--- src/rtl/usp_pkg.sv ---
package usp_pkg;
  localparam int BUS_BYTES  = 8;
  localparam int LANE_BYTES = 4;

  typedef enum logic [1:0] {
    SZ_BYTE = 2'd0,
    SZ_HALF = 2'd1,
    SZ_WORD = 2'd2
  } store_size_e;

  typedef enum logic [1:0] {
    ST_IDLE   = 2'd0,
    ST_FIRST  = 2'd1,
    ST_SECOND = 2'd2
  } split_state_e;
endpackage

--- src/rtl/usp_lane_rotate.sv ---
module usp_lane_rotate
  import usp_pkg::*;
#(
  parameter int LANES = LANE_BYTES
) (
  input  logic [8*LANES-1:0]         data_in,
  input  logic [1:0]                 size,
  input  logic [$clog2(LANES)-1:0]   rot,
  output logic [8*LANES-1:0]         pattern
);
  localparam int ROT_W = $clog2(LANES);
  localparam int W     = 8 * LANES;

  logic [W-1:0] repl;
  logic [7:0]   src_b [LANES];

  // replicate narrow stores so every lane holds valid store bytes
  always_comb begin
    case (size)
      SZ_BYTE: repl = {(LANES){data_in[7:0]}};
      SZ_HALF: repl = {(LANES/2){data_in[15:0]}};
      default: repl = data_in;
    endcase
  end

  genvar j;
  generate
    for (j = 0; j < LANES; j++) begin : g_lane
      logic [ROT_W-1:0] src;
      assign src_b[j] = repl[W-1-8*j -: 8];
      assign src      = ROT_W'(j) - rot;
      assign pattern[W-1-8*j -: 8] = src_b[src];
    end
  endgenerate
endmodule

--- src/rtl/usp_beat_plan.sv ---
module usp_beat_plan
  import usp_pkg::*;
#(
  parameter int ADDR_W = 32,
  parameter int NBYTES = BUS_BYTES
) (
  input  logic [ADDR_W-1:0] addr,
  input  logic [1:0]        size,
  output logic [ADDR_W-1:0] base_addr,
  output logic [NBYTES-1:0] be_first,
  output logic [NBYTES-1:0] be_second,
  output logic              two_beats
);
  localparam int OFF_W = $clog2(NBYTES);

  logic [OFF_W-1:0]    start;
  int                  len;
  logic [2*NBYTES-1:0] window;

  assign start     = addr[OFF_W-1:0];
  assign base_addr = {addr[ADDR_W-1:OFF_W], {OFF_W{1'b0}}};

  always_comb begin
    case (size)
      SZ_BYTE: len = 1;
      SZ_HALF: len = 2;
      default: len = 4;
    endcase
  end

  genvar j;
  generate
    for (j = 0; j < 2*NBYTES; j++) begin : g_win
      assign window[j] = (j >= int'(start)) && (j < int'(start) + len);
    end
  endgenerate

  assign be_first  = window[NBYTES-1:0];
  assign be_second = window[2*NBYTES-1:NBYTES];
  assign two_beats = (int'(start) + len) > NBYTES;
endmodule

--- src/rtl/unaligned_store_splitter.sv ---
module unaligned_store_splitter
  import usp_pkg::*;
#(
  parameter int ADDR_W = 32
) (
  input  logic              clk,
  input  logic              rst,
  input  logic              req_valid,
  input  logic [ADDR_W-1:0] req_addr,
  input  logic [1:0]        req_size,
  input  logic [31:0]       req_data,
  output logic              req_busy,
  output logic              beat_valid,
  output logic [ADDR_W-1:0] beat_addr,
  output logic [63:0]       beat_data,
  output logic [7:0]        beat_be,
  input  logic              beat_ack
);
  localparam int COPIES = BUS_BYTES / LANE_BYTES;
  localparam int ROT_W  = $clog2(LANE_BYTES);

  logic [8*LANE_BYTES-1:0] pattern;
  logic [ADDR_W-1:0]       base;
  logic [BUS_BYTES-1:0]    be0, be1, be1_q;
  logic                    two, two_q;
  split_state_e            st;

  usp_lane_rotate #(.LANES(LANE_BYTES)) u_rot (
    .data_in (req_data),
    .size    (req_size),
    .rot     (req_addr[ROT_W-1:0]),
    .pattern (pattern)
  );

  usp_beat_plan #(.ADDR_W(ADDR_W), .NBYTES(BUS_BYTES)) u_plan (
    .addr      (req_addr),
    .size      (req_size),
    .base_addr (base),
    .be_first  (be0),
    .be_second (be1),
    .two_beats (two)
  );

  always_ff @(posedge clk) begin
    if (rst) begin
      st         <= ST_IDLE;
      beat_valid <= 1'b0;
      beat_addr  <= '0;
      beat_data  <= '0;
      beat_be    <= '0;
      be1_q      <= '0;
      two_q      <= 1'b0;
    end else begin
      case (st)
        ST_IDLE: if (req_valid) begin
          st         <= ST_FIRST;
          beat_valid <= 1'b1;
          beat_addr  <= base;
          beat_data  <= {COPIES{pattern}};
          beat_be    <= be0;
          be1_q      <= be1;
          two_q      <= two;
        end
        ST_FIRST: if (beat_ack) begin
          if (two_q) begin
            st        <= ST_SECOND;
            beat_addr <= beat_addr + ADDR_W'(BUS_BYTES);
            beat_be   <= be1_q;
          end else begin
            st         <= ST_IDLE;
            beat_valid <= 1'b0;
          end
        end
        ST_SECOND: if (beat_ack) begin
          st         <= ST_IDLE;
          beat_valid <= 1'b0;
        end
        default: begin
          st         <= ST_IDLE;
          beat_valid <= 1'b0;
        end
      endcase
    end
  end

  assign req_busy = (st != ST_IDLE);
endmodule

--- config.mk ---
export PLATFORM = sky130hd
export DESIGN_NAME = unaligned_store_splitter
export DESIGN_NICKNAME = d
export VERILOG_FILES = /design/src/rtl/usp_pkg.sv /design/src/rtl/usp_lane_rotate.sv /design/src/rtl/usp_beat_plan.sv /design/src/rtl/unaligned_store_splitter.sv
export SDC_FILE = /design/constraint.sdc
export NUM_CORES = 1
export LEC_CHECK = 0
export CORE_MARGIN = 2
export CORE_UTILIZATION = 35
export CTS_BUF_LIST = sky130_fd_sc_hd__clkbuf_8 sky130_fd_sc_hd__clkbuf_16
export DETAILED_ROUTE_END_ITERATION = 8
export GPL_TIMING_DRIVEN = 0
export SLEW_MARGIN = 20
export SYNTH_ARGS = -nofsm -noshare
export SYNTH_HDL_FRONTEND = slang
export SYNTH_SLANG_ARGS = --single-unit
--- constraint.sdc ---
create_clock -name clk -period 6.4 [get_ports clk]
set_input_delay 1.28 -clock clk [delete_from_list [all_inputs] [get_ports clk]]
set_output_delay 1.28 -clock clk [all_outputs]
set_load 0.02 [all_outputs]
# Yosys cells after proc, flatten, opt, wreduce, memory -nomap -nowiden
# Cells that the tools add are included.
totals:
  latch_bits: 0
  wordCells: 100
  inputBits: 70
  mem_bits_rw: 0
  memories: 0
  mem_bits_ro: 0
  register_bits: 116
  out_inout_bits: 106
op_classes:
  n_addsub: 6
  n_eq_ne: 8
  shifts: 0
  div: 0
  reduce_logical: 15
  n_bitwise: 4
  order_cmp: 28
  mul: 0
  n_mux: 32
ops:
  columns: ["op", "count"]
  rows:
  - ["$lt A5 B32 Y1 const A", 8]
  - ["$lt A4 B32 Y1 const A", 4]
  - ["$pmux W32 S2", 2]
  - ["$mux W32", 3]
  - ["$mux W8", 11]
  - ["$bmux W8 S2", 4]
  - ["$lt A3 B32 Y1 const A", 2]
  - ["$add A32 B4 Y32 const B", 1]
  - ["$gt A32 B5 Y1 const B", 1]
  - ["$lt A1 B32 Y1 const A", 1]
  - ["$lt A2 B32 Y1 const A", 1]
  - ["$pmux W8 S2", 1]
  - ["$ge A3 B3 Y1 const B", 4]
  - ["$not A2 Y3", 4]
  - ["$ne A2 B2 Y1 const B", 5]
  - ["$ge A3 B3 Y1 const A", 3]
  - ["$mux W2", 4]
  - ["$reduce_and A4 Y1", 2]
  - ["$logic_and A1 B1 Y1", 7]
  - ["$ge A1 B3 Y1 const A", 2]
  - ["$ge A2 B3 Y1 const A", 2]
  - ["$pmux W2 S3", 1]
  - ["$pmux W3 S2", 1]
  - ["$add A3 B3 Y4", 1]
  - ["other kinds (10)", 18]

# Depth between registers and ports, before layout
# Gate-level depths: netlist of run 1.
logic_depth:
  word_depth: 7
  mapped_depth: 10
  mapped_depth_nobuf: 7

# By module
# From an unflattened synthesis of run 1, not the netlist that was laid out.
unflattened:
  cells_unflattened: 824
  hier_area_um2: 6396.1
modules_own_cells:
  columns: ["mod", "instances", "area_per_inst_um2", "seq_area_each_um2", "cells_per_inst"]
  rows:
  - ["unaligned_store_splitter", 1, 4287.9, 1681.6, 575]
  - ["usp_lane_rotate", 1, 1552.7, 0.0, 170]
  - ["usp_beat_plan", 1, 555.5, 0.0, 79]

# Least setup slack after synthesis of run 1
# OpenSTA, ideal clock, no wires.
synth_path:
  path_kind: "input to register"
  startpoint: "input req_size[1]"
  endpoint: "register beat_be[5]"
  n_path_buf: 3
  setup_ns: 0.091
  t_required_ns: 6.309
  arrival_ns: 3.420
  slack_ns: 2.889
  path_stages: 10
  path_cell_list: "clkbuf_1 -> clkbuf_1 -> nor2_1 -> ha_1 -> ha_1 -> and2_1 -> a211oi_1 -> clkbuf_1 -> nand3_1 -> a311oi_1"
synth_via:
  elab_chain_len: 7
  word_cells_on_any_way: 8
  cone_classes: "1 x add/sub; 1 x order compare; 1 x eq/ne; 3 x mux; 2 x reduce/logical"
synth_lines:
  columns: ["element", "line", "source"]
  rows:
  - ["start: declaration", "unaligned_store_splitter.sv:10", "input logic [1:0] req_size,"]
  - ["$eq A2 B1 Y1 / $logic_not A2 Y1 (equally long branches)", "usp_beat_plan.sv:24", "case (size)"]
  - ["$pmux W3 S2 *", "usp_beat_plan.sv:24", null]
  - ["$add A3 B3 Y4 *", "usp_beat_plan.sv:34", "assign window[j] = (j >= int'(start)) && (j < int'(start) + len);"]
  - ["$lt A4 B32 Y1 *", "usp_beat_plan.sv:34", null]
  - ["$logic_and A1 B1 Y1 *", "usp_beat_plan.sv:34", null]
  - ["$mux W8 *", "unaligned_store_splitter.sv:55", "ST_IDLE: if (req_valid) begin"]
  - ["$pmux W8 S2 *", "unaligned_store_splitter.sv:54", "case (st)"]
  - ["end signal: assignment", "unaligned_store_splitter.sv:68", "beat_be <= be1_q;"]
  - ["end: declaration", "unaligned_store_splitter.sv:16", "output logic [7:0] beat_be,"]
# Every way passes the cells marked *; elsewhere a longest branch is shown, timed or not. The select of a mux whose other input is x is not followed.
# A chain may end at the register's enable or synchronous reset.

# Worst setup path in the final report of run 1
# Ends and elaborated chain as after synthesis.

==> impl_metrics.py, run 1 <==
metrics = {
    "floorplanning": {
        "num_rows": 44,
        "dieHeight_um": 125,
        "initial_core_util_pct": 35.6,
        "die_width_um": 125,
        "io_pins": 176,
        "core_area_um2": 14500,
        "dieArea_um2": 15700,
    },
    "synth": {
        "synth_cell_type_count": 66,
        "avgSynthCellArea_um2": 7.76,
        "synth-seq-area-share_pct": 30.7,
        "async_flop_share_pct": 0,
        "synth_area_um2": 5150,
        "syn_inst": 664,
        "ys_warn_count": 0,
        "synth_edf_count": 0,
        "ys_seq_elements": 79,
        "synth_ff_type": "dfxtp_1",
    },
    "timing": {
        "finalClockSkew_ns": 0.00537,
        "rsz0062_at_grt": "no",
        "slew_headroom_pct": 27.3,
        "worst_pin_slew_ns": 1.09,
        "fin_crit_sh_pct": 69.4,
        "setup_viol": 0,
        "hold_viol": 0,
        "final_max_slew_viol_count": 0,
        "min_period_ns": 4.44,
        "fmax_mhz": 225,
        "fin_setup_tns_ns": 0,
        "fin_ws_ns": 1.96,
    },
    "detailed_routing": {
        "via_per_inst": 5.82,
        "drtIter0Drc": 469,
        "post_drt_wl_per_cell_um": 20.5,
        "drt_first_pass_iters": 5,
        "antenna_left": 0,
        "routed_wl_um": 21300,
        "vias": 6031,
        "remaining_drc_errors": 0,
    },
    "worst_hold_path": {
        "hp-start": "be1_q[6]",
        "hp-class": "register to register",
        "hold_depth": 2,
    },
    "layout": {
        "drive_above_1_share_pct": 8.92,
        "area_delta_synth_final_pct": 44.3,
        "utilization_pct": 51.4,
        "nets": 923,
        "diodes": 0,
        "final_cell_mix": "clkdlybuf4s50_1, dfxtp_1, nand2_1",
        "layout_commonest_cell": "clkdlybuf4s50_1",
        "fillers": 1438,
    },
    "grt": {
        "met1_usage_pct": 37.0,
        "grt_pass1_wl_um": 32700,
        "grt_overflow": 0,
        "grt_busiest_layer": "met2",
        "grt_pass1_vias": 5820,
        "use_met3_pct": 4.71,
        "antenna_found_initial": 0,
        "met2_usage_pct": 41.6,
        "gr-usage-all-layers_pct": 26.1,
        "grt_max_degree": 13,
    },
    "critical_path": {
        "crit_required_ns": 6.64,
        "start_kind": "primary input",
        "critPathLaunch": "req_size[1]",
        "endpoint_kind": "register",
        "arrival_ns": 4.68,
        "worstRegToRegCells": 7,
        "crit_type": "primary input to register",
        "r2r-start": "st[1]",
        "cp_max_fo": 10,
    },
    "clock_tree": {
        "h-tree-depth": 3,
        "ctsHoldBuffers": 0,
        "cts_root_buf": "clkbuf_16",
        "cts_resized": 0,
        "cts_tree": "done",
        "cts_buffer_depth": 2,
        "clock-sinks": 79,
        "clkLatencyLatePin_ns": 0.34,
        "cts_buffers": 9,
        "post_cts_buffers": 0,
        "cts.clk_slew.worst_paths_ns": 0.06,
    },
    "placement": {
        "pre_cts_ws_ns": 1.65,
        "hpwl_um": 16300,
        "io_buffers": 170,
        "gp_congestion": 0.950,
    },
    "power": {
        "power_leakage_nw": 2.69,
        "power_density_nw_per_um2": 226,
        "totalPowerFinal_w": 0.00168,
        "max-vdd-ir-drop_mv": 0.141,
    },
    "outcome": {
        "outcome": "finished clean",
    },
    "run": {
        "drv_cap": 0,
    },
}
path summary, 6_finish.rpt:
kind                        to  slack, ns
setup / recovery    beat_be[5]       1.96
hold / removal        be1_q[6]       0.46
setup reg to reg  beat_addr[5]       3.71
hold reg to reg       be1_q[6]       0.46
worst max-delay path: stages:
cell and delay (ns):
clkdlybuf4s50_1 0.49, clkbuf_1 0.51, clkbuf_1 0.45, nor2_1 0.09
ha_1 0.26, ha_1 0.22, and2_1 0.16, a211oi_1 0.44
clkbuf_1 0.37, nand3_1 0.13, a311oi_1 0.27
routing by layer:
layer | vias to the layer above | wire [µm] | part of all wire, %
met5 | - | 0 | 0
met4 | 0 | 252 | 1.2
met3 | 21 | 1260 | 5.9
met2 | 242 | 9840 | 46
met1 | 2943 | 9900 | 47
li1 | 2825 | - | -
synthesized netlist by cell type (12+ instances only):
cell type | count | area, µm²
clkbuf_1 | 42 | 158
nor3_1 | 15 | 75.1
o21ai_0 | 29 | 145
nor2_1 | 30 | 113
nand3_1 | 38 | 190
a31oi_1 | 15 | 93.8
o211ai_1 | 44 | 330
a21oi_1 | 53 | 265
buf_4 | 35 | 263
or4_1 | 12 | 90.1
mux2i_1 | 24 | 240
nand2_1 | 68 | 255
dfxtp_1 | 79 | 1580
flip-flops by register name, summed over array words and instances, names as in the netlist:
| name | count |
|---|---|
| be1_q | 7 |
| beat_addr | 29 |
| beat_be | 8 |
| beat_data | 32 |
| beat_valid | 1 |
| st | 2 |
cells by family (layout without fill, tap and decap cells):
logic type | count (synthesis) | in the layout | share of synthesized area, %
simple gates | 245 | 245 | 25.7
compound gates | 200 | 200 | 25.5
buf+inv | 100 | 286 | 9.98
flops | 79 | 79 | 30.7
mux | 32 | 32 | 6.41
fa+ha+maj | 6 | 6 | 1.46
other cells | 1 | 3 | 0.0728
xor+xnor | 1 | 1 | 0.170
area by class of cell:
cell class              count  area [µm²]  share of cell area, %
clock inverters             3        63.8                  0.858
multi-input cells         487        3060                   41.2
repair buffers            170        1700                   22.9
well taps                 184         230                   3.10
plain buffers              90         477                   6.41
inverters                  10        37.5                  0.505
clock buffers              13         280                   3.77
flip-flops and latches     79        1580                   21.3
through the flow:
step / area (µm²) / hold slack, ns / std cells
5_1_grt: 7440 / 0.492 / 1036
6_report: 7440 / 0.463 / 1036
3_3_place_gp: 7090 / 0.442 / 1020
3_5_place_dp: 7090 / 0.451 / 1020
2_1_floorplan: 5160 / 0.425 / 666
4_1_cts: 7440 / 0.462 / 1036
power breakdown:
| group | internal (W) | switching (W) | leakage [nW] |
|---|---|---|---|
| clock network | 0.000383 | 0.000212 | 0.173 |
| registers | 0.000534 | 0.0000502 | 0.650 |
| logic | 0.000232 | 0.000265 | 1.87 |
Power figures use the tool's default switching activity.
==> inputs of run 2 (changes only) <==
--- a/config.mk
+++ b/config.mk
@@ -10,6 +10,7 @@
 export CTS_BUF_LIST = sky130_fd_sc_hd__clkbuf_8 sky130_fd_sc_hd__clkbuf_16
 export DETAILED_ROUTE_END_ITERATION = 8
 export GPL_TIMING_DRIVEN = 0
+export PLACE_DENSITY = 0.67
 export SLEW_MARGIN = 20
 export SYNTH_ARGS = -nofsm -noshare
 export SYNTH_HDL_FRONTEND = slang
==> constraint.sdc (replaced) <==
create_clock -name clk -period 3.68 [get_ports clk]
set_input_delay 0.736 -clock clk [delete_from_list [all_inputs] [get_ports clk]]
set_output_delay 0.736 -clock clk [all_outputs]
set_load 0.02 [all_outputs]
==> run 2 against run 1 <==
Cell area fell by 0.66%. First-iteration DRC count rose by 0.64%. Critical path depth did not move. Setup slack got worse by 1.7 ns. Cell count did not move. Count of clock-buffer cells in the layout fell by 4. Power rose by 65%. Largest cell class unchanged. Largest power group is now registers. Highest routed layer unchanged.
==> impl_metrics.py, run 2 (synthesized netlist as in run 1, its figures left out) <==
metrics = {
    "detailed_routing": {
        "via_per_inst": 5.81,
        "post_drt_wl_per_cell_um": 19.0,
        "routed_wl_um": 19700,
        "vias": 6017,
        "drt_first_pass_iters": 5,
        "drtIter0Drc": 472,
        "antenna_left": 0,
        "remaining_drc_errors": 0,
    },
    "power": {
        "power_density_nw_per_um2": 375,
        "power_leakage_nw": 2.68,
        "max-vdd-ir-drop_mv": 0.256,
        "totalPowerFinal_w": 0.00277,
    },
    "timing": {
        "fmax_mhz": 291,
        "setup_viol": 0,
        "min_period_ns": 3.43,
        "worst_pin_slew_ns": 1.19,
        "rsz0062_at_grt": "no",
        "finalClockSkew_ns": 0.00573,
        "hold_ws_ns": 0.462,
        "slew_headroom_pct": 20.1,
        "hold_viol": 0,
        "fin_setup_tns_ns": 0,
        "final_max_slew_viol_count": 0,
        "fin_crit_sh_pct": 93.3,
    },
    "grt": {
        "gr-usage-all-layers_pct": 24.3,
        "grt_overflow": 0,
        "grt_pass1_vias": 5669,
        "grt_max_degree": 14,
        "antenna_found_initial": 0,
        "grt_pass1_wl_um": 30600,
    },
    "critical_path": {
        "arrival_ns": 3.68,
        "crit_required_ns": 3.92,
        "cp_max_fo": 10,
        "start_kind": "primary input",
        "endpoint_kind": "register",
        "crit_type": "primary input to register",
    },
    "layout": {
        "largest_register": "beat_data",
        "reg_top3": "beat_data x32, beat_addr x29, beat_be x8",
        "nets": 923,
        "area_delta_synth_final_pct": 43.4,
        "layout_commonest_cell": "clkdlybuf4s50_1",
        "drive_above_1_share_pct": 9.39,
        "diodes": 0,
        "largest_register_ffs": 32,
        "final_cell_mix": "clkdlybuf4s50_1, dfxtp_1, nand2_1",
    },
    "placement": {
        "gp_congestion": 0.969,
        "io_buffers": 170,
        "hpwl_um": 14600,
    },
    "floorplanning": {
        "die_width_um": 125,
        "dieHeight_um": 125,
        "core_area_um2": 14500,
        "initial_core_util_pct": 35.6,
        "dieArea_um2": 15700,
        "num_rows": 44,
        "io_pins": 176,
    },
    "clock_tree": {
        "post_cts_buffers": 0,
        "cts.clk_slew.worst_paths_ns": 0.06,
        "cts_tree": "done",
        "ctsHoldBuffers": 0,
        "h-tree-depth": 3,
        "cts_root_buf": "clkbuf_16",
        "clock-sinks": 79,
        "cts_buffer_depth": 2,
        "clkLatencyLatePin_ns": 0.34,
        "cts_buffers": 9,
    },
    "worst_hold_path": {
        "hp-class": "register to register",
    },
    "run": {
        "drv_cap": 0,
    },
    "outcome": {
        "outcome": "finished clean",
    },
}
## run 2: timing repair
item	CTS	global route
pin swaps	0	0
endpoints found under the setup margin	3	8
resized for setup	1	5
## run 2: per-stage QoR
step | cell area [µm²] | util, % | cells | worst slack, ns
floorplan | 5160 | - | 666 | 0.713
global placement | 7090 | 49.0 | 1020 | -0.377
detailed placement | 7090 | 49.0 | 1020 | -0.357
CTS | 7380 | 51.0 | 1036 | 0.0972
global route | 7390 | 51.0 | 1036 | 0.0448
finish | 7390 | 51.0 | 1036 | 0.245
## run 2: layer usage
metal / share of wire, % / global-route usage [%] / up-vias
li1: - / - / 2833
met1: 45 / 34.2 / 2861
met2: 45 / 37.2 / 283
met3: 7.1 / 3.89 / 40
met4: 2.8 / 9.67 / 0
met5: 0 / 0 / -
## run 2: worst max-delay path, cell delays in order
cell and delay, ns:
clkdlybuf4s50_1 0.49, clkbuf_2 0.25, clkbuf_2 0.30, nor2_1 0.08
ha_1 0.23, ha_1 0.21, and2_1 0.15, a211oi_1 0.38
clkbuf_1 0.38, nand3_1 0.14, a311oi_1 0.31
## run 2: path summary, 6_finish.rpt
path,depth (start not counted),from,slack (ns),to
min reg2reg,2,be1_q[3],0.46,be1_q[3]
min,2,be1_q[3],0.46,be1_q[3]
max reg2reg,7,st[1],1.10,beat_be[2]
max,11,req_size[1],0.25,beat_be[5]
## run 2: area by class of cell
cell class / count / area (µm²)
Fill cell: 1435 / 7090
Multi-Input combinational cell: 487 / 3060
Timing Repair Buffer: 170 / 1700
Sequential cell: 79 / 1580
Buffer: 90 / 482
Tap cell: 184 / 230
Clock buffer: 9 / 225
Clock inverter: 7 / 65.1
Inverter: 10 / 37.5
## run 2: power by group
group	leakage [nW]	switching, W	internal (W)
clock	0.146	0.000380	0.000521
combinational	1.88	0.000456	0.000405
sequential	0.650	0.0000817	0.000929
